**config.mk**
```make
export PLATFORM = sky130hd
export DESIGN_NAME = ls_port_limiter
export DESIGN_NICKNAME = d
export VERILOG_FILES = /design/src/rtl/ls_port_limiter.sv
export SDC_FILE = /design/constraint.sdc
export NUM_CORES = 1
export LEC_CHECK = 0
export BUFFER_PORTS_ARGS = -buffer_cell sky130_fd_sc_hd__clkbuf_2
export CAP_MARGIN = 30
export CORE_AREA = 3 3 40 42
export CTS_CLUSTER_SIZE = 12
export DETAILED_ROUTE_END_ITERATION = 8
export DIE_AREA = 0 0 43 45
export PLACE_DENSITY_LB_ADDON = 0.05
export SYNTH_ARGS = -nofsm -noshare
export SYNTH_HDL_FRONTEND = slang
export SYNTH_SLANG_ARGS = --single-unit
export TNS_END_PERCENT = 50
```
**constraint.sdc**
```tcl
create_clock -name clk -period 3.9 [get_ports clk]
set_clock_uncertainty 0.15 [all_clocks]
set_input_delay 0.585 -clock clk [delete_from_list [all_inputs] [get_ports clk]]
set_output_delay 0.585 -clock clk [all_outputs]
set_load 0.01 [all_outputs]
```
**src/rtl/ls_port_limiter.sv**
```systemverilog
module ls_port_limiter #(
  parameter int NUM_LD   = 4,
  parameter int NUM_ST   = 4,
  parameter int LD_LIMIT = 200,
  parameter int ST_LIMIT = 200
) (
  input  logic              clk,
  input  logic              rst,
  input  logic              tso_en,
  input  logic [NUM_LD-1:0] ld_req,
  input  logic [NUM_ST-1:0] st_req,
  input  logic              cache_nack,
  input  logic              cache_ready,
  input  logic              st_done,
  output logic [NUM_LD-1:0] ld_issue,
  output logic [NUM_ST-1:0] st_issue,
  output logic              ld_wake,
  output logic              cache_blocked,
  output logic              st_blocked,
  output logic              st_busy
);
  localparam int LCW = $clog2(LD_LIMIT + 1);
  localparam int SCW = $clog2(ST_LIMIT + 1);
  localparam logic [LCW-1:0] LD_MAX = LCW'(LD_LIMIT);
  localparam logic [SCW-1:0] ST_MAX = SCW'(ST_LIMIT);

  logic [LCW-1:0] ld_cnt, ld_used;
  logic [SCW-1:0] st_cnt, st_cap;
  logic           st_open, any_issue, st_any, st_acc, blk_d;

  assign st_cap  = tso_en ? SCW'(1) : ST_MAX;
  assign st_open = !cache_blocked && !(tso_en && st_busy);

  always_comb begin
    ld_cnt   = '0;
    ld_issue = '0;
    for (int i = 0; i < NUM_LD; i++) begin
      if (ld_req[i] && !cache_blocked && ld_cnt < LD_MAX) begin
        ld_issue[i] = 1'b1;
        ld_cnt      = ld_cnt + LCW'(1);
      end
    end
  end

  always_comb begin
    st_cnt   = '0;
    st_issue = '0;
    for (int j = 0; j < NUM_ST; j++) begin
      if (st_req[j] && st_open && st_cnt < st_cap) begin
        st_issue[j] = 1'b1;
        st_cnt      = st_cnt + SCW'(1);
      end
    end
  end

  assign st_any    = |st_issue;
  assign any_issue = (|ld_issue) || st_any;
  assign st_acc    = st_any && !cache_nack;
  assign ld_used   = cache_nack ? '0 : ld_cnt;
  assign blk_d     = (any_issue && cache_nack) ? 1'b1 :
                     (cache_ready ? 1'b0 : cache_blocked);

  always_ff @(posedge clk) begin
    if (rst) begin
      ld_wake       <= 1'b0;
      cache_blocked <= 1'b0;
      st_blocked    <= 1'b0;
      st_busy       <= 1'b0;
    end else begin
      ld_wake       <= (ld_used == LD_MAX) && !blk_d;
      cache_blocked <= blk_d;
      if (st_any) st_blocked <= cache_nack;
      if (st_acc) st_busy <= 1'b1;
      else if (st_done) st_busy <= 1'b0;
    end
  end

  a_r1_ld_budget: assert property (@(posedge clk) disable iff (rst)
    $countones(ld_issue) <= LD_LIMIT);
  a_r1_ld_only_req: assert property (@(posedge clk) disable iff (rst)
    (ld_issue & ~ld_req) == '0);
  a_r2_st_budget: assert property (@(posedge clk) disable iff (rst)
    $countones(st_issue) <= ST_LIMIT);
  a_r3_quiet_blocked: assert property (@(posedge clk) disable iff (rst)
    cache_blocked |-> (ld_issue == '0 && st_issue == '0));
  a_r3_nack_blocks: assert property (@(posedge clk) disable iff (rst)
    (cache_nack && ((|ld_issue) || (|st_issue))) |=> cache_blocked);
  a_r5_wake_cause: assert property (@(posedge clk) disable iff (rst)
    ld_wake |-> $past(!cache_nack && $countones(ld_issue) == LD_LIMIT));
  a_r7_tso_single: assert property (@(posedge clk) disable iff (rst)
    tso_en |-> $countones(st_issue) <= 1);
  a_r7_tso_busy: assert property (@(posedge clk) disable iff (rst)
    (tso_en && st_busy) |-> st_issue == '0);
  a_r9_st_accept_clears: assert property (@(posedge clk) disable iff (rst)
    ((|st_issue) && !cache_nack) |=> !st_blocked);
endmodule

```
==> results.md, run 1 <==
* Chip width at 43 um
* Synth area leader: dfxtp_1
* Worst endpoint data arrival time at between 2000 and 2500 ps
* First-pass GRT wire length at 1320 um
* Die area at 1940 um^2
* Initial antenna violation count at 0
* CP Max Fanout at 5
* Top cells by area, synth: dfxtp_1 21%, ha_1 8.6%, nand2b_1 6.5%, nor2b_1 6.5%, a21oi_1 5.2%
* Hold Crit Start: st_blocked$_SDFFE_PP0P_
* GRT Overall Usage at 9.48%
* Crit path buf inv count at 3
* Worst setup EP type: primary output
* # H-tree levels at 1
* Reg2Reg Depth at 7
* Hold path depth at 2
* Fmax at 0.340 GHz
* Syn_area_per_cell at 7.64 um^2
* Mapped Cells at 38
* Worst hold-check path type: reg -> reg
* Core Box Area at 1280 um^2
* Clk buf depth at 2
* Post-synthesis register bit count at 3
* I/O Buffers at 24
* Run status: completed
* Boundary Pins at 26
* Max incr delay on CP at 360 ps
* Die Height at 45 um
* DR pass1 iterations at 1
* Unrepaired setup endpoints after global routing: false
* PostCTS Resize Cnt at 0
* Layout cells sized above 1 at between 40% and 50%
* WP depth at 9
* Final Max Slew Viols at 0
* Row cnt at 13
* Fin Hold WS at 328 ps
* Maxcap violations at 0
* Family with the most delay on the worst path: simple AND/OR/NAND/NOR gates
* Sum Neg Setup Slack at 0 ps
* Reg-to-Reg Start: cache_blocked$_SDFF_PP0_
* Hpwl dp at approximately 630 um
* Diode count at 0
* Layout Nets at 81
* Fill cells at 150
* Starting Density at 22.6%
* Vias/cell at ~4.2
* Syn Nets at 54
* Leakage power at 0.239 nW
* Vias in the first global route at 339
* Setup bufs post-CTS at 0
* Largest net degree at the start of global routing at 13
* Cell repeated most along the worst path: clkbuf_2
* Worst vdd ir at around 0.00015 V
* CP max-delay cell: or3_1
* Detail Route Antenna Nets at 0
* Critical Path RT at 3160 ps
* Worst setup SP type: input pin
* Clock Pin Slew Worst Setup and Hold Paths at 30 ps
* Yosys warning total at 0
* Via count at 335
* Fin util at 34.5%
* FF-to-FF End: cache_blocked$_SDFF_PP0_
* DP Cell Count at between 70 and 80
* Period utilization at 75.5%
* Root Driver: clkbuf_4
* Hold Vio Cnt, Final at 0
* Yosys cell types at 25
* Initial DRC count at 0
* CTS tree: yes
* Total Wirelength at 765 um
* Residual DRC at 0
* Area grow syn2layout at 52.6%
* Critical path type: in -> out
* Worst-Skew Late Latency at between 200 and 250 ps
* Worst min-delay path endpoint: st_blocked$_SDFFE_PP0P_
* Critical path, cell by cell: clkbuf_2 > a21oi_1 > and2_1 > inv_2 > ha_1 > or3_1 > o21ai_1 > and3b_1 > clkbuf_2
* Synth top area share at 20.7%
* Pwr dens at 311 nW/um^2
* Most common cell after layout, fill and taps aside: clkbuf_2
* Synthesized area at 290 um^2
* GRT Residual Overflow at 0
* Register area share after synthesis at 20.7%
* # hold bufs at CTS at 0
* Tmin final at 2940 ps
* WL/cell at 9.68 um
* Last weighted congestion value of the routability-driven placer at approximately 0.67
* Post-Layout Cell Count at 79
* CTS buffer count at 3
* Worst reg-to-reg setup slack at 1880 ps
* Finish-stage setup viols at 0
* CTS sink cnt at 3
[registers in the layout (all words and copies together) (netlist names)]
signal and count:
cache_blocked 1, st_blocked 1, st_busy 1
[layer usage]
layer | global-route usage, % | part of all wire [%]
met4 | 7.23 | 0
met3 | 3.98 | 13
met2 | 15.3 | 44
met5 | 0 | 0
met1 | 9.86 | 43
[kinds of logic (layout without fill, tap and decap cells)]
logic type / Yosys count / count (layout) / share of synthesized area (%)
flip-flops: 3 / 3 / 20.7
AO/OA/AOI/OAI: 10 / 10 / 21.6
buffers and inverters: 6 / 32 / 9.48
multiplexers: 1 / 1 / 3.45
AND/OR/NAND/NOR: 15 / 15 / 34.9
other: 1 / 1 / 1.29
adder cells (fa/ha/maj): 2 / 2 / 8.62
[cell usage after synthesis, drive strengths merged]
| master | n |
|---|---|
| nand2 | 1 |
| inv | 4 |
| buf | 2 |
| mux2i | 1 |
| o31ai | 1 |
| a21oi | 3 |
| conb | 1 |
| and2 | 1 |
| and3b | 1 |
| dfxtp | 3 |
| or4 | 1 |
| a31oi | 1 |
| o21ai | 4 |
| ha | 2 |
| nand3b | 1 |
| or3 | 1 |
| nor2b | 4 |
| nand2b | 3 |
| or3b | 1 |
| a211oi | 1 |
| or2 | 1 |
[worst max-delay path by stage]
stage,from,to
3_5_place_dp,tso_en,st_issue[3]
3_3_place_gp,tso_en,st_issue[3]
2_1_floorplan,tso_en,st_issue[3]
4_1_cts,tso_en,st_issue[3]
6_report,tso_en,st_issue[3]
5_1_grt,tso_en,st_issue[3]
[through the flow]
| stage | area, um^2 | worst slack [ps] | power [mW] |
|---|---|---|---|
| floorplan | 290 | 1190 | 0.0646 |
| global placement | 417 | 951 | 0.0849 |
| detailed placement | 417 | 955 | 0.0845 |
| CTS | 443 | 955 | 0.142 |
| global route | 443 | 825 | 0.153 |
| finish | 443 | 956 | 0.138 |
[worst reg2reg max path, cell delays in order (launching register included)]
cell,delay [ps]
dfxtp_1,410
a21oi_1,240
and2_1,220
inv_2,40
ha_1,270
o21ai_0,220
a31oi_2,170
a211oi_1,210
[area by class of cell]
type	count	area (um^2)	area share, %
inverters	4	15.0	3.39
well taps	15	18.8	4.24
flip-flops and latches	3	60.1	13.6
multi-input cells	29	203	45.8
repair buffers	24	120	27.1
clock buffers	4	26.3	5.93
[power by group]
group / total, mW / internal [mW] / switching (mW)
clock network: 0.0545 / 0.0384 / 0.0161
registers: 0.0380 / 0.0338 / 0.00423
logic: 0.0453 / 0.0222 / 0.0231
Note: power is estimated with default switching activity, not from simulation.
==> run 2, diff against run 1 <==
Clock period 3.9 ns to 3.08 ns, I/O delays scaled along.
==> run 2 against run 1 <==
  * Via count rose by 0.90%
  * Sequential cell count is the same
  * Sequential power up 26%
  * Total power is 25% higher
  * Cell area is the same
  * Global-route usage is 1.2 points lower
  * Clock-buffer cell count unchanged
  * Sequential share of layout area unchanged
  * Register-to-register slack worse by 770 ps
  * Non-clock buffer count is the same
  * Setup slack worse by 670 ps
==> results.md, run 2 (synthesized netlist as in run 1, its figures left out) <==
* Fill cells at 152
* Reg area at 60.1 um^2
* Total Wirelength at 719 um
* Worst setup EP type: primary output
* Clk buf depth at 2
* Sum Neg Setup Slack at 0 ps
* Worst endpoint data arrival time at roughly 2200 ps
* Vias in the first global route at between 300 and 400
* Fin Hold WS at ~290 ps
* # H-tree levels at 1
* Leakage power at 0.239 nW
* Hpwl dp at 644 um
* Vias/cell at 4.28
* Area grow syn2layout at 52.6%
* Pwr dens at 389 nW/um^2
* CTS buffer count at 3
* Worst-Skew Late Latency at around 230 ps
* GRT Residual Overflow at 0
* CTS tree: yes
* Chip width at around 43 um
* Diode count at 0
* Critical Path RT at 2470 ps
* Layout Nets at roughly 80
* Unrepaired setup endpoints after global routing: false
* Worst hold-check path type: in -> reg
* First-pass GRT wire length at 1180 um
* Worst vdd ir at 0.000151 V
* Finish-stage setup viols at 0
* Switching part of the total at 30.7%
* Most common cell after layout, fill and taps aside: clkbuf_2
* CTS sink cnt at 3
* Pre-CTS setup slack at 343 ps
* Critical path type: reg -> out
* Last weighted congestion value of the routability-driven placer at 0.620
* Internal power at ~0.12 mW
* CP Max Fanout at 12
* DP Area at 417 um^2
* Detail Route Antenna Nets at 0
* Die Height at 45 um
* Clock Pin Slew Worst Setup and Hold Paths at 40 ps
* Largest net degree at the start of global routing at 13
* Row cnt at 13
* WL/cell at 9.10 um
* Starting Density at 22.6%
* Final Max Slew Viols at 0
* DR pass1 iterations at 1
* Die area at 1940 um^2
* Setup bufs post-CTS at 0
* Flop pwr share at 27.9%
* Initial antenna violation count at 0
* Core Box Area at 1280 um^2
* # hold bufs at CTS at 0
* Clock power frac at 39.2%
* Residual DRC at 0
* Fmax at 0.358 GHz
* PostCTS Resize Cnt at 0
* Root Driver: clkbuf_4
* Worst setup SP type: flop
* Boundary Pins at 26
* Post-route cell area at 443 um^2
* GRT Overall Usage at 8.24%
* Final worst setup slack at 284 ps
* Initial DRC count at 0
* Hold Vio Cnt, Final at 0
* Tmin final at 2800 ps
* Run status: completed
* I/O Buffers at 24
* Comb pwr share at roughly 33%
* P_sw at 0.0529 mW
* Period utilization at 90.8%
* Area taken by multi-input logic gates at a little over 200 um^2
* Layout cells sized above 1 at 46.9%
* Maxcap violations at 0
* Biggest regs: cache_blocked: 1 flops, st_blocked: 1 flops, st_busy: 1 flops
* Via count at 338
## run 2: cell counts in the layout (fill, tap and decap cells not counted)
No cell type changed its count.
## run 2: cell type report
type                       count  share of cell area (%)
tap                           15                    4.24
inverter                       4                    3.39
multi-input combinational     29                    45.8
sequential                     3                    13.6
clock buffer                   4                    5.93
timing repair buffer          24                    27.1
## run 2: path summary, 6_finish.rpt
| check | startpoint | to | depth (start not counted) | slack (ps) |
|---|---|---|---|---|
| max | cache_blocked$_SDFF_PP0_ | st_issue[3] | 8 | 280 |
| min | rst | cache_blocked$_SDFF_PP0_ | 2 | 290 |
| max reg2reg | cache_blocked$_SDFF_PP0_ | cache_blocked$_SDFF_PP0_ | 7 | 1110 |
| min reg2reg | st_blocked$_SDFFE_PP0P_ | st_blocked$_SDFFE_PP0P_ | 2 | 330 |
## run 2: critical path: stages (launching register included)
cell and delay [ps]:
dfxtp_1 410, a21oi_1 240, and2_1 220, inv_2 40, ha_1 270, or3_1 370
o21ai_1 130, and3b_1 160, clkbuf_2 120
## run 2: metal layers
| metal | vias to the layer above | wire, um | GRT usage (%) |
|---|---|---|---|
| met5 | - | 0 | 0 |
| met4 | 0 | 0 | 5.42 |
| met3 | 0 | 107 | 3.19 |
| met2 | 18 | 310 | 13.2 |
| met1 | 136 | 301 | 9.13 |
| li1 | 184 | - | - |
## run 2: per-stage QoR
step | power (mW) | cells | utilization (%)
4_1_cts | 0.178 | 79 | 34.5
6_report | 0.172 | 79 | 34.5
3_3_place_gp | 0.107 | 75 | 32.4
3_5_place_dp | 0.107 | 75 | 32.4
2_1_floorplan | 0.0818 | 38 | -
5_1_grt | 0.189 | 79 | 34.5
## run 2: power by group through the flow
stage          sequential, mW  combinational, mW  clock (mW)
5_1_grt                0.0488             0.0645      0.0752
4_1_cts                0.0482             0.0584      0.0713
2_1_floorplan          0.0474             0.0344           0
6_report               0.0480             0.0568      0.0674
3_3_place_gp           0.0489             0.0585           0
3_5_place_dp           0.0487             0.0582           0
